$ cat src/rtl/smb_tgt_pkg.sv
// Package: shared types for the pointer-addressed serial-bus target.
// Assumes nothing beyond IEEE 1800-2017.
package smb_tgt_pkg;
    typedef enum logic [2:0] {
        ST_IDLE,
        ST_ADDR,
        ST_ADDR_ACK,
        ST_WR_BYTE,
        ST_WR_ACK,
        ST_RD_BYTE,
        ST_RD_ACK,
        ST_SKIP
    } tgt_state_t;
endpackage

$ cat src/rtl/smb_line_sync.sv
// Module: smb_line_sync
// Brings one asynchronous bus line into the system clock domain through a
// chain of flops and also gives the value one clock older, for edge detection.
// Assumes the line idles high (pulled up), so the reset value is 1.
module smb_line_sync #(
    parameter int STAGES = 2
) (
    input  logic clk,
    input  logic rst_n,
    input  logic line_i,
    output logic line_s,
    output logic line_d
);
    logic [STAGES-1:0] chain;

    // Shift the raw line through the synchronizer and keep one delayed copy.
    always_ff @(posedge clk) begin
        if (!rst_n) begin
            chain  <= '1;
            line_d <= 1'b1;
        end else begin
            chain  <= {chain[STAGES-2:0], line_i};
            line_d <= chain[STAGES-1];
        end
    end

    assign line_s = chain[STAGES-1];
endmodule

$ cat src/rtl/smb_ptr_regs.sv
// Module: smb_ptr_regs
// Register file with an address pointer. The pointer can be loaded, or it
// steps by one with wrap-around. Assumes load and advance are never requested
// in the same cycle. The read data always shows the register under the pointer.
module smb_ptr_regs #(
    parameter int NREG = 16,
    parameter int DW   = 8,
    localparam int AW  = $clog2(NREG)
) (
    input  logic          clk,
    input  logic          rst_n,
    input  logic          ptr_load,
    input  logic [AW-1:0] ptr_val,
    input  logic          wr_en,
    input  logic [DW-1:0] wdata,
    input  logic          adv,
    output logic [DW-1:0] rdata
);
    logic [DW-1:0] mem [NREG];
    logic [AW-1:0] ptr;

    // Pointer: load from a command byte, or step after each data byte.
    always_ff @(posedge clk) begin
        if (!rst_n)        ptr <= '0;
        else if (ptr_load) ptr <= ptr_val;
        else if (adv)      ptr <= (ptr == AW'(NREG-1)) ? '0 : ptr + 1'b1;
    end

    // Storage: clear on reset, write the selected register.
    always_ff @(posedge clk) begin
        if (!rst_n) begin
            for (int i = 0; i < NREG; i++) mem[i] <= '0;
        end else if (wr_en) begin
            mem[ptr] <= wdata;
        end
    end

    assign rdata = mem[ptr];

    AST_PTR_WRAP: assert property (@(posedge clk) disable iff (!rst_n)
        (adv && !ptr_load && ptr == AW'(NREG-1)) |=> (ptr == '0));
    AST_LOAD_TAKES: assert property (@(posedge clk) disable iff (!rst_n)
        ptr_load |=> (ptr == $past(ptr_val)));
endmodule

$ cat src/rtl/smb_ptr_target.sv
// Module: smb_ptr_target
// Serial-bus target with a fixed device address and a pointer-addressed
// register file. It oversamples SCL/SDA, decodes start/stop, and drives SDA
// only through an active-low pull-down enable. It assumes the system clock is
// fast enough that each SCL phase lasts several system clocks.
module smb_ptr_target #(
    parameter logic [6:0] DEV_ADDR = 7'h2C,
    parameter int         NREG     = 16,
    parameter int         DW       = 8,
    parameter int         SYNC_STG = 2,
    localparam int        AW       = $clog2(NREG),
    localparam int        CW       = $clog2(DW + 1)
) (
    input  logic clk,
    input  logic rst_n,
    input  logic scl_i,
    input  logic sda_i,
    output logic sda_oe_n
);
    import smb_tgt_pkg::*;

    logic scl_s, scl_d, sda_s, sda_d;
    logic start_det, stop_det, scl_rise, scl_fall;
    tgt_state_t st;
    logic [CW-1:0] cnt;
    logic [DW-1:0] shreg;
    logic          rw, first, mack;
    logic          ptr_load, wr_en, rd_load, adv;
    logic [DW-1:0] rdata;

    smb_line_sync #(.STAGES(SYNC_STG)) i_scl_sync (
        .clk(clk), .rst_n(rst_n), .line_i(scl_i), .line_s(scl_s), .line_d(scl_d));
    smb_line_sync #(.STAGES(SYNC_STG)) i_sda_sync (
        .clk(clk), .rst_n(rst_n), .line_i(sda_i), .line_s(sda_s), .line_d(sda_d));

    // Bus events decoded from the synchronized lines.
    assign start_det = scl_s && scl_d && sda_d && !sda_s;
    assign stop_det  = scl_s && scl_d && !sda_d && sda_s;
    assign scl_rise  = scl_s && !scl_d;
    assign scl_fall  = !scl_s && scl_d;

    // Register-file controls, taken at the SCL fall that ends a byte.
    always_comb begin
        logic evt;
        evt      = scl_fall && !start_det && !stop_det;
        ptr_load = evt && st == ST_WR_BYTE && cnt == CW'(DW) && first;
        wr_en    = evt && st == ST_WR_BYTE && cnt == CW'(DW) && !first;
        rd_load  = evt && ((st == ST_ADDR_ACK && rw) || (st == ST_RD_ACK && mack));
        adv      = wr_en || rd_load;
    end

    smb_ptr_regs #(.NREG(NREG), .DW(DW)) i_regs (
        .clk(clk), .rst_n(rst_n), .ptr_load(ptr_load), .ptr_val(shreg[AW-1:0]),
        .wr_en(wr_en), .wdata(shreg), .adv(adv), .rdata(rdata));

    // Protocol sequencer: shifts bits in on SCL rise and drives SDA after SCL fall.
    always_ff @(posedge clk) begin
        if (!rst_n) begin
            st <= ST_IDLE; cnt <= '0; shreg <= '0;
            rw <= 1'b0; first <= 1'b0; mack <= 1'b0; sda_oe_n <= 1'b1;
        end else if (start_det) begin
            st <= ST_ADDR; cnt <= '0; sda_oe_n <= 1'b1;
        end else if (stop_det) begin
            st <= ST_IDLE; sda_oe_n <= 1'b1;
        end else begin
            case (st)
                ST_ADDR, ST_WR_BYTE: begin
                    if (scl_rise && cnt < CW'(DW)) begin
                        shreg <= {shreg[DW-2:0], sda_s};
                        cnt   <= cnt + 1'b1;
                    end else if (scl_fall && cnt == CW'(DW)) begin
                        if (st == ST_WR_BYTE) begin
                            st <= ST_WR_ACK; sda_oe_n <= 1'b0;
                        end else if (shreg[7:1] == DEV_ADDR) begin
                            st <= ST_ADDR_ACK; rw <= shreg[0]; sda_oe_n <= 1'b0;
                        end else begin
                            st <= ST_SKIP;
                        end
                    end
                end
                ST_ADDR_ACK: begin
                    if (scl_fall) begin
                        if (rw) begin
                            st <= ST_RD_BYTE; shreg <= rdata;
                            sda_oe_n <= rdata[DW-1]; cnt <= CW'(1);
                        end else begin
                            st <= ST_WR_BYTE; cnt <= '0; first <= 1'b1; sda_oe_n <= 1'b1;
                        end
                    end
                end
                ST_WR_ACK: begin
                    if (scl_fall) begin
                        st <= ST_WR_BYTE; cnt <= '0; first <= 1'b0; sda_oe_n <= 1'b1;
                    end
                end
                ST_RD_BYTE: begin
                    if (scl_fall) begin
                        if (cnt == CW'(DW)) begin
                            st <= ST_RD_ACK; sda_oe_n <= 1'b1;
                        end else begin
                            shreg    <= {shreg[DW-2:0], 1'b0};
                            sda_oe_n <= shreg[DW-2];
                            cnt      <= cnt + 1'b1;
                        end
                    end
                end
                ST_RD_ACK: begin
                    if (scl_rise) mack <= !sda_s;
                    else if (scl_fall) begin
                        if (mack) begin
                            st <= ST_RD_BYTE; shreg <= rdata;
                            sda_oe_n <= rdata[DW-1]; cnt <= CW'(1);
                        end else begin
                            st <= ST_SKIP; sda_oe_n <= 1'b1;
                        end
                    end
                end
                default: sda_oe_n <= 1'b1;
            endcase
        end
    end

    AST_ADDR_ACK_LOW: assert property (@(posedge clk) disable iff (!rst_n)
        (st == ST_ADDR_ACK) |-> !sda_oe_n);
    AST_SKIP_QUIET: assert property (@(posedge clk) disable iff (!rst_n)
        (st == ST_SKIP) |-> sda_oe_n);
    AST_STOP_RELEASE: assert property (@(posedge clk) disable iff (!rst_n)
        stop_det |=> sda_oe_n);
    AST_HIGH_STABLE: assert property (@(posedge clk) disable iff (!rst_n)
        (scl_s && $past(scl_s) && !$past(start_det) && !$past(stop_det))
        |-> $stable(sda_oe_n));
    AST_START_RELEASE: assert property (@(posedge clk) disable iff (!rst_n)
        start_det |=> (sda_oe_n && st == ST_ADDR));
endmodule

$ cat config.mk
export PLATFORM = sky130hd
export DESIGN_NAME = smb_ptr_target
export DESIGN_NICKNAME = d
export VERILOG_FILES = /design/src/rtl/smb_tgt_pkg.sv /design/src/rtl/smb_line_sync.sv /design/src/rtl/smb_ptr_regs.sv /design/src/rtl/smb_ptr_target.sv
export SDC_FILE = /design/constraint.sdc
export NUM_CORES = 1
export LEC_CHECK = 0
export BUFFER_PORTS_ARGS = -buffer_cell sky130_fd_sc_hd__buf_2
export CAP_MARGIN = 20
export CORE_AREA = 2 2 115 117
export CTS_BUF_LIST = sky130_fd_sc_hd__clkbuf_16
export CTS_CLUSTER_SIZE = 25
export DETAILED_ROUTE_END_ITERATION = 16
export DIE_AREA = 0 0 117 119
export GPL_ROUTABILITY_DRIVEN = 0
export MAX_ROUTING_LAYER = met4
export PLACE_DENSITY = 0.78
export SLEW_MARGIN = 20
export SYNTH_ARGS = -nofsm -noshare
export SYNTH_HDL_FRONTEND = slang
export SYNTH_SLANG_ARGS = --single-unit
$ cat constraint.sdc
create_clock -name clk -period 2.9 [get_ports clk]
set_input_delay 0.435 -clock clk [delete_from_list [all_inputs] [get_ports clk]]
set_output_delay 0.435 -clock clk [all_outputs]
set_load 0.01 [all_outputs]
# ---- Yosys cells after proc, flatten, opt, wreduce, memory -nomap -nowiden
# Memories as Yosys holds them, arrays and structs flattened. A register that Yosys moved wholly into a read port is not among the register bits.
# Index checks and enable logic that the tools add are counted.
# W data, S select, Z words.
dict set report totals {
  latch_bits 0
  memories 1
  mem_bits_ro 0
  ram_bits 128
  reg_bits 29
}
dict set report classes {
  multipliers 0
  div 0
  n_lt_le_gt_ge 1
  n_eq_ne 31
  bitwise 5
  shifts 0
  reduce_logical 44
  mux 63
  add_sub_neg 2
}
# name depth word_bits rd rd_clocked_by_memory_dff wr line_no
set memory_table {}
lappend memory_table {i_regs.mem 16 8 1 1 16 smb_ptr_regs.sv:19} ;# logic [DW-1:0] mem [NREG];
# operator count
set op_table {}
lappend op_table {{$mux W8} 9}
lappend op_table {{$mux W4} 14}
lappend op_table {{$mux W3} 11}
lappend op_table {{$ne A4 B4 Y1 const B} 8}
lappend op_table {{$pmux W8 S4} 1}
lappend op_table {{$ne A2 B2 Y1 const B} 13}
lappend op_table {{$mux W1} 23}
lappend op_table {{$pmux W4 S5} 1}
lappend op_table {{$logic_and A1 B1 Y1} 18}
lappend op_table {{$reduce_and A9 Y1} 2}
lappend op_table {{$pmux W3 S5} 1}
lappend op_table {{$reduce_and A11 Y1} 1}
lappend op_table {{$reduce_and A10 Y1} 1}
lappend op_table {{$eq A3 B3 Y1 const B} 3}
lappend op_table {{$add A4 B1 Y4 const B} 2}
lappend op_table {{$eq A4 B4 Y1 const B} 2}
lappend op_table {{$reduce_and A8 Y1} 1}
lappend op_table {{$reduce_or A8 Y1} 1}
lappend op_table {{$eq A7 B6 Y1 const B} 1}
lappend op_table {{$logic_not A1 Y1} 7}
lappend op_table {{$reduce_and A7 Y1} 1}
lappend op_table {{$reduce_bool A7 Y1} 1}
lappend op_table {{$eq A3 B2 Y1 const B} 2}
lappend op_table {{$reduce_and A6 Y1} 1}
lappend op_table {{other kinds (14)} 21}

# ---- Depth between registers and ports, before layout
# Gate-level depths: netlist of run 1.
dict set report logic_depth {
  depth_word 14
  mapped_depth 8
  depth_no_buf 7
}

# ---- Modules after synthesis
# A second synthesis of run 1 with hierarchy kept.
dict set report hier_totals {
  cells_unflattened 593
  area_unflattened_um2 7709.9
}
# mod instances area_per_inst_um2 cells_per_inst
set modules_own_cells {}
lappend modules_own_cells {smb_ptr_regs 1 6276.0 416}
lappend modules_own_cells {smb_ptr_target 1 1276.2 165}
lappend modules_own_cells {smb_line_sync 2 78.8 6}

# ---- Least setup slack after synthesis of run 1
# Ideal clock, no wire load.
dict set report synth_timing {
  path_type {register -> register}
  startpoint {register cnt[0]}
  endpoint {memory i_regs.mem[11][0] (enable)}
  setup_slack_ns 0.648
  arrival_time_ns 1.868
  stages_incl_launch_ff 7
  cell_sequence {dfxtp_1 inv_1 ha_1 nand3b_1 nor4_2 nand2_1 o21ai_0}
}
# item line_no
set synth_rtl {}
lappend synth_rtl {{from (decl)} smb_ptr_target.sv:25} ;# logic [CW-1:0] cnt;
lappend synth_rtl {{from (signal assigned)} smb_ptr_target.sv:70} ;# cnt <= cnt + 1'b1;
lappend synth_rtl {{from (signal assigned)} smb_ptr_target.sv:103} ;# cnt <= cnt + 1'b1;
lappend synth_rtl {{to (decl)} smb_ptr_regs.sv:19}

==> flow_summary_export.csv, run 1 <==
group,metric,value,unit
worst_setup_path,crit_chain,"inv_1 > ha_1 > nand3b_1 > nor3_1 > nand4_1 > nor3_1 > buf_4 > nand2b_1",
logic_synthesis,yosys.area_share.adder,0.966,%
drt,drc,0,
placed_design,placed_cell_area,8080,um^2
worst_setup_path,cp_num_cells,8,
sta,fin_ws,339,ps
power_and_ir_drop,p_per_area,576,nW/um^2
job,cap_violations,0,
min_path,hold_start,"sda_i",
outcome,status,"finished, final reports clean",
power_and_ir_drop,p_int,3.92,mW
floorplan,die_area,13900,um^2
logic_synthesis,yosysSeqAreaShare,58.0,%
logic_synthesis,ys_types,62,
logic_synthesis,synthTopCellsByArea,"edfxtp_1 49%, and2_1 11%, dfxtp_1 8.5%",
final_layout,fin_util,67.3,%
floorplan,die_w,117,um
clock_tree,htree_levels,4,
worst_setup_path,cp.arrival,2660,ps
logic_synthesis,yosysTopAreaCell,"edfxtp_1",
final_layout,mostFrequentLayoutCells,"131 x and2_1, 128 x edfxtp_1, 35 x buf_4, 33 x o21ai_0, 32 x dfxtp_1",
sta,worst_clock_skew,6.24,ps
clock_tree,clk_path_buf_depth,2,
worst_setup_path,start_kind,"register",
logic_synthesis,synth-edff-count,128,
worst_setup_path,reg2regPathDepth,8,
logic_synthesis,syn_area_per_cell,12.4,um^2
drt,avgRoutedWirePerCell,21.5,um
worst_setup_path,endpoint_kind,"register",
clock_tree,path_clk_slew,60,ps
logic_synthesis,syn_area,7770,um^2
grt,antenna_found_initial,0,
sta,final_max_slew_viol_count,0,
sta,maxSlewHeadroom,49.5,%
logic_synthesis,synth_compound_area_share,9.73,%
sta,hold_viol,0,
power_and_ir_drop,peakVddDrop,0.383,mV
clock_tree,numCtsBuffers,17,
power_and_ir_drop,combPwrFrac,3.3,%
worst_setup_path,worstPathMaxFanout,9,
drt,wirelength,17900,um
power_and_ir_drop,power_leakage,2.91,nW
power_and_ir_drop,p_sw,1.07,mW
final_layout,multi_input_area,3030,um^2
placed_design,place_hpwl,12300,um
logic_synthesis,synth_top_area_share,49.5,%
floorplan,std_cell_rows,42,
final_layout,antenna_cells,0,
final_layout,fin_nets,655,
worst_setup_path,crit_required,3000,ps
grt,grt_overflow,0,
sta,finalCritPeriodShare,88.3,%
min_path,holdPathEnd,"i_sda_sync.chain[0]",
worst_setup_path,crit_type,"register to register",
floorplan,initial_core_util,60.3,%
final_layout,seqCellArea,4510,um^2
sta,setup_viol,0,
drt,ant_nets,0,
drt,via_count,5265,
logic_synthesis,synthArstFlopShare,0,%
worst_setup_path,path_common_cell,"nor3_1",
drt,drtPass1Iterations,5,
sta,fmax,391,MHz
grt,grt_pass1_vias,5088,
clock_tree,cts.sinks,161,
logic_synthesis,synth-xor-area-share,0.113,%
sta,tightest_slew,757,ps
clock_tree,cts_resized,0,
logic_synthesis,synth-simple-area-share,18.5,%
worst_setup_path,critPathBufInv,2,
worst_setup_path,r2r-start,"cnt[0]",
grt,grt_max_degree,42,
clock_tree,postCtsSetupRepairBufs,0,
logic_synthesis,syn_nets,637,
power_and_ir_drop,switching_share,21.5,%
final_layout,final_common_cell,"and2_1",
floorplan,die_height,119,um
logic_synthesis,synth_ff_type,"edfxtp_1",
worst_setup_path,reg2reg_to,"i_regs.mem[0][4]",
clock_tree,insertion_delay,430,ps
power_and_ir_drop,clkPwrFrac,44.1,%
logic_synthesis,syn_inst,627,
min_path,min_path_cells,2,
placed_design,portBuffers,4,
logic_synthesis,synth_top_family_by_area,"simple AND/OR/NAND/NOR gates",
sta,fin_crit,2560,ps
sta,tns,0,ps
final_layout,stdcell_area,8660,um^2
placed_design,dpl_worst_slack,410,ps
clock_tree,hold_buffers,0,
worst_setup_path,regToRegSetupSlack,340,ps
final_layout,areaGrowthSynthToFinish,11.5,%
clock_tree,cts-root-buf,"clkbuf_16",
drt,avgViaCountPerCell,6.31,
sta,rsz0062_at_grt,"no",
worst_setup_path,cp_slowest_stage_delay,370,ps
logic_synthesis,synth_mux_area_share,9.71,%
logic_synthesis,ys_seq_elements,161,
floorplan,io_pins,5,
grt,grt_usage,28.5,%
min_path,hp-class,"input pin to register",
grt,grt_pass1_wl,28400,um
final_layout,drive_gt1_share,15.5,%
final_layout,nFillCells,968,
clock_tree,cts_tree,"built",
logic_synthesis,yosys_warnings,0,
worst_setup_path,critical-path-top-delay-family,"simple AND/OR/NAND/NOR gates",
power_and_ir_drop,p_seq_share,52.6,%
drt,drt_iter0_markers,509,
worst_setup_path,slowest_stage,"nand4_1",
floorplan,core,12900,um^2
## Yosys cell counts (10+ instances only)
| cell | n |
|---|---|
| nand2_1 | 23 |
| and2_1 | 131 |
| nor3_1 | 10 |
| clkbuf_1 | 26 |
| nor2_1 | 24 |
| nand2b_1 | 16 |
| o21ai_0 | 33 |
| inv_1 | 10 |
| mux4_2 | 21 |
| a21oi_1 | 26 |
| dfxtp_1 | 33 |
| mux2i_1 | 27 |
| edfxtp_1 | 128 |
## metrics by stage
step,hold slack (ps),power [mW],instances
after floorplan,386,2.76,627
after global placement,392,2.82,802
final,184,4.99,834
after detailed placement,400,2.83,802
after global routing,185,5.12,834
after CTS,170,5.01,834
## power groups by stage
stage	sequential [mW]	combinational (mW)	clock, mW
floorplan	2.65	0.108	0
global placement	2.67	0.158	0
detailed placement	2.67	0.161	0
CTS	2.62	0.162	2.22
global route	2.63	0.176	2.31
finish	2.62	0.164	2.20
## how the worst max path moves through the flow
stage	from	end
after global routing	cnt[0]	i_regs.mem[1][6]
after detailed placement	cnt[0]	i_regs.mem[0][2]
after CTS	cnt[0]	i_regs.mem[0][2]
final	cnt[0]	i_regs.mem[0][4]
after floorplan	cnt[0]	i_regs.mem[11][0]
after global placement	cnt[0]	i_regs.mem[0][6]
## flip-flops by register name, indices dropped and copies added, names as in the netlist, named ones only
signal and count:
cnt 4, first 1, i_regs.mem 128, i_regs.ptr 4, i_scl_sync.chain 2, i_scl_sync.line_d 1, i_sda_sync.chain 2, i_sda_sync.line_d 1
mack 1, rw 1, sda_oe_n 1, shreg 8, st 3
## worst reg2reg max path, stage by stage, from the launching register on
cell and delay (ps):
dfxtp_1 340, inv_1 70, ha_1 160, nand3b_1 250
nor3_1 260, nand4_1 370, nor3_1 270, buf_4 180
nand2b_1 330
## kinds of logic (layout without fill, tap and decap cells)
family,after synthesis,after routing
simple gates,245,245
flops,161,161
compound gates,114,114
buf+inv,51,82
mux,49,49
fa+ha+maj,6,6
xor+xnor,1,1
## metal layers
layer	up-vias	part of all wire [%]	GRT usage (%)
li1	2365	-	-
met1	2572	40	39.1
met2	277	48	41.9
met3	51	8.8	5.39
met4	0	3.3	12.1
met5	-	0	-
## cell type report
cell class / count / share of cell area [%]
tap: 176 / 2.54
clock buffer: 17 / 4.91
inverter: 11 / 0.477
timing repair buffer: 39 / 3.26
multi-input combinational: 415 / 35.0
sequential: 161 / 52.0
clock inverter: 15 / 1.82
Power figures use the tool's default switching activity.
==> inputs of run 2 (changes only) <==
CAP_MARGIN = 15   (was 20)
CORE_AREA = 2 2 155 157   (was 2 2 115 117)
DIE_AREA = 0 0 157 159   (was 0 0 117 119)
PLACE_DENSITY = default   (was 0.78)
==> run 2 against run 1 <==
Against the previous run:
- clock power grew 11%
- sequential cell count is the same
- global-route usage shrank 12 points
- hold slack lost 6.3 ps
- highest routed layer unchanged
==> flow_summary_export.csv, run 2 (same netlist as run 1, synthesis figures left out) <==
group,metric,value,unit
outcome,status,"finished, final reports clean",
drt,drtPass1Iterations,7,
floorplan,die_height,159,um
floorplan,die_w,157,um
worst_setup_path,cp_slowest_stage_delay,640,ps
clock_tree,cts-root-buf,"clkbuf_16",
sta,finalCritPeriodShare,88.8,%
power_and_ir_drop,power_leakage,2.93,nW
placed_design,placed_cell_area,8250,um^2
sta,fmax,388,MHz
worst_setup_path,critical-path-top-delay-family,"simple AND/OR/NAND/NOR gates",
clock_tree,clk_path_buf_depth,2,
grt,grt_pass1_wl,29800,um
sta,hold_viol,0,
drt,drt_iter0_markers,553,
final_layout,fin_util,38.3,%
clock_tree,cts.sinks,161,
clock_tree,htree_levels,4,
placed_design,place_hpwl,13000,um
final_layout,nFillCells,2152,
grt,grt_overflow,0,
grt,grt_pass1_vias,5085,
min_path,hp-class,"input pin to register",
placed_design,portBuffers,4,
power_and_ir_drop,peakVddDrop,0.323,mV
power_and_ir_drop,p_total,5.23,mW
power_and_ir_drop,p_per_area,588,nW/um^2
drt,avgRoutedWirePerCell,19.5,um
floorplan,core,23200,um^2
floorplan,initial_core_util,33.5,%
grt,grt_max_degree,42,
final_layout,fin_nets,653,
final_layout,top_register,"i_regs.mem",
final_layout,drive_gt1_share,15.2,%
grt,antenna_found_initial,0,
clock_tree,cts_resized,0,
sta,setup_viol,0,
final_layout,largestRegisters,"i_regs.mem x128, shreg x8",
drt,avgViaCountPerCell,5.23,
final_layout,final_common_cell,"and2_1",
drt,ant_nets,0,
sta,tightest_slew,704,ps
final_layout,largest_register_ff_count,128,
floorplan,die_area,25000,um^2
sta,rsz0062_at_grt,"no",
sta,final_max_slew_viol_count,0,
floorplan,std_cell_rows,56,
sta,worst_clock_skew,16.2,ps
job,cap_violations,0,
worst_setup_path,crit_chain,"nand3b_1 > nor4_2 > nand2_1 > nor3_2 > nand2b_1",
sta,fin_crit,2580,ps
worst_setup_path,start_kind,"register",
worst_setup_path,worstPathMaxFanout,17,
clock_tree,postCtsSetupRepairBufs,0,
final_layout,mostFrequentLayoutCells,"131 x and2_1, 128 x edfxtp_1, 33 x o21ai_0, 32 x dfxtp_1, 32 x buf_4",
sta,whs,178,ps
worst_setup_path,cp.arrival,2650,ps
final_layout,antenna_cells,0,
worst_setup_path,slowest_stage,"dfxtp_1",
final_layout,areaGrowthSynthToFinish,14.5,%
worst_setup_path,crit_required,2970,ps
clock_tree,path_clk_slew,70,ps
drt,via_count,5100,
sta,maxSlewHeadroom,53.0,%
clock_tree,numCtsBuffers,17,
final_layout,stdcell_area,8890,um^2
drt,drc,0,
sta,tns,0,ps
worst_setup_path,critPathBufInv,0,
floorplan,io_pins,5,
clock_tree,hold_buffers,0,
clock_tree,cts_tree,"built",
clock_tree,insertion_delay,430,ps
worst_setup_path,endpoint_kind,"register",
grt,grt_usage,16.3,%
worst_setup_path,crit_type,"register to register",
drt,wirelength,19000,um
## run 2: changes by cell type in the layout (fill, tap and decap cells not counted), moves of 2 or more
cell / previous run / this run
bufinv_16: 2 / 4
inv_6: 4 / 7
buf_4: 35 / 32
clkinvlp_4: 2 / 0
clkinv_2: 3 / 0
## run 2: final cells by class
cell class                 instances  area, um^2  area share (%)
sequential                       161        4510            50.7
multi-input combinational        415        3030            34.0
clock buffer                      17         425            4.78
tap                              319         399            4.49
timing repair buffer              37         280            3.15
clock inverter                    15         214            2.41
inverter                          11        41.3           0.464
## run 2: final timing paths
path | from | to | slack (ps) | depth (start not counted)
max | st[1] | i_regs.mem[1][0] | 320 | 5
min | sda_i | i_sda_sync.chain[0] | 180 | 2
max reg2reg | st[1] | i_regs.mem[1][0] | 320 | 5
min reg2reg | i_scl_sync.chain[0] | i_scl_sync.chain[1] | 410 | 1
## run 2: per-layer routing
layer / global-route usage [%] / wire length [um]
met1: 21.4 / 8470
met2: 25.7 / 9220
met3: 2.99 / 1020
met4: 4.92 / 289
met5: - / 0
## run 2: stage by stage
step	setup WS [ps]	cells
after CTS	348	975
after floorplan	648	627
final	324	975
after global routing	90.0	975
after detailed placement	366	943
after global placement	526	943
## run 2: power breakdown
group          internal, mW  leakage (nW)  switching, mW
clock                  1.47         0.314          0.971
sequential             2.58          1.48         0.0395
combinational        0.0590          1.14          0.109
total                  4.11          2.93           1.12
==> inputs of run 3 (changes only) <==
clock period = 2.5 ns   (was 2.9 ns; I/O delays follow)
==> run 3 against run 2 <==
Against the previous run:
- cell count increased by 1.6%
- clock-buffer cell count unchanged
- core utilization increased by 0.44 points
- critical endpoint is now i_regs.mem[3][6]
- largest power group unchanged
- highest routed layer unchanged
==> flow_summary_export.csv, run 3 (same netlist as run 1, synthesis figures left out) <==
group,metric,value,unit
placed_design,placed_cell_area,8390,um^2
sta,tightest_slew,644,ps
drt,avgViaCountPerCell,5.28,
worst_setup_path,slowest_stage,"nor4_4",
grt,antenna_found_initial,0,
drt,wl_met2,8880,um
worst_setup_path,worstPathMaxFanout,8,
floorplan,core,23200,um^2
floorplan,die_w,157,um
sta,fmax,431,MHz
worst_setup_path,reg2regPathDepth,7,
sta,tns,0,ps
final_layout,final_common_cell,"and2_1",
grt,grt_pass1_wl,29900,um
clock_tree,path_clk_slew,60,ps
placed_design,portBuffers,4,
final_layout,stdcell_area,8990,um^2
final_layout,antenna_cells,0,
outcome,status,"finished, final reports clean",
min_path,hp-class,"input pin to register",
worst_setup_path,regToRegSetupSlack,180,ps
job,cap_violations,0,
grt,grt_pass1_vias,5227,
clock_tree,cts.sinks,161,
grt,grt_overflow,0,
grt,grt_usage,16.4,%
drt,met3WireLength,1370,um
final_layout,top_register,"i_regs.mem",
worst_setup_path,endpoint_kind,"register",
drt,wirelength,19100,um
final_layout,multi_input_area,3040,um^2
sta,worst_clock_skew,9.62,ps
final_layout,fin_nets,669,
power_and_ir_drop,peakVddDrop,0.336,mV
worst_setup_path,start_kind,"register",
final_layout,seqCellArea,4510,um^2
clock_tree,clk_path_buf_depth,2,
worst_setup_path,crit_chain,"inv_1 > ha_1 > nand3b_1 > nor4_4 > nand2_1 > nor3_2 > nand2b_1",
power_and_ir_drop,p_per_area,651,nW/um^2
min_path,hold_start,"sda_i",
final_layout,fin_util,38.8,%
drt,drt_iter0_markers,621,
worst_setup_path,crit_required,2590,ps
final_layout,nFillCells,2171,
drt,drtPass1Iterations,5,
clock_tree,htree_levels,4,
worst_setup_path,cp.arrival,2410,ps
floorplan,die_height,159,um
final_layout,largestRegisters,"i_regs.mem x128, shreg x8",
power_and_ir_drop,power_leakage,3.00,nW
drt,via_count,5237,
final_layout,areaGrowthSynthToFinish,15.8,%
floorplan,initial_core_util,33.5,%
drt,drc,0,
min_path,min_path_cells,2,
floorplan,io_pins,5,
grt,grt_max_degree,42,
drt,avgRoutedWirePerCell,19.2,um
clock_tree,cts-root-buf,"clkbuf_16",
sta,finalCritPeriodShare,92.9,%
sta,maxSlewHeadroom,57.1,%
worst_setup_path,cp_slowest_stage_delay,400,ps
floorplan,die_area,25000,um^2
clock_tree,insertion_delay,430,ps
worst_setup_path,crit_type,"register to register",
final_layout,largest_register_ff_count,128,
placed_design,place_hpwl,13300,um
sta,fin_crit,2320,ps
clock_tree,hold_buffers,0,
sta,rsz0062_at_grt,"no",
sta,final_max_slew_viol_count,0,
sta,hold_viol,0,
drt,top_layer_used,"met4",
drt,ant_nets,0,
final_layout,drive_gt1_share,17.3,%
worst_setup_path,reg2reg_to,"i_regs.mem[3][6]",
drt,routedLengthMet1,8330,um
final_layout,mostFrequentLayoutCells,"131 x and2_1, 128 x edfxtp_1, 47 x buf_4, 33 x o21ai_0, 32 x dfxtp_1",
sta,setup_viol,0,
worst_setup_path,r2r-start,"cnt[0]",
clock_tree,numCtsBuffers,17,
floorplan,std_cell_rows,56,
clock_tree,cts_tree,"built",
min_path,holdPathEnd,"i_sda_sync.chain[0]",
## run 3: what timing repair did
item                       CTS  global route
setup endpoints to repair    0           113
hold endpoints to repair     0             0
resized for setup            0             1
setup buffers                0             0
## run 3: worst max path at each step
| stage | from | to | slack, ps | depth (start not counted) |
|---|---|---|---|---|
| 2_1_floorplan | cnt[0] | i_regs.mem[11][0] | 250 | 6 |
| 3_3_place_gp | cnt[0] | i_regs.mem[7][1] | 220 | 8 |
| 3_5_place_dp | cnt[0] | i_regs.mem[3][2] | 150 | 7 |
| 4_1_cts | cnt[0] | i_regs.mem[3][6] | 100 | 7 |
| 5_1_grt | cnt[0] | i_regs.mem[5][3] | 8 | 8 |
| 6_report | cnt[0] | i_regs.mem[3][6] | 180 | 7 |
## run 3: metal layers
layer	up-vias	GRT usage [%]
li1	2393	-
met1	2590	22.0
met2	209	24.7
met3	45	3.62
met4	0	5.80
met5	-	-
## run 3: critical path: cells and delay by family, from the launching register on
family | cells | cell delay [ps]
and+or+nand+nor | 5 | 1390
DFF | 1 | 350
adders and majority gates | 1 | 170
buffers and inverters | 1 | 80
## run 3: power by group
group	switching, mW	internal (mW)	total (mW)
Sequential	0.0474	2.99	3.04
Combinational	0.126	0.0703	0.196
Clock	1.12	1.50	2.61
## run 3: area by class of cell
cell class              count  area share [%]
clock buffers              17            4.73
clock inverters            15            1.93
inverters                  11           0.459
multi-input cells         415            33.8
flip-flops and latches    161            50.1
well taps                 319            4.44
repair buffers             53            4.59
## run 3: per-stage QoR
step	hold WS, ps	total power [mW]	setup WS [ps]	cells
3_5_place_dp	396	3.29	150	959
4_1_cts	107	5.90	103	991
6_report	126	5.85	178	991
2_1_floorplan	386	3.20	248	627
3_3_place_gp	388	3.28	215	959
5_1_grt	117	6.04	8.50	991
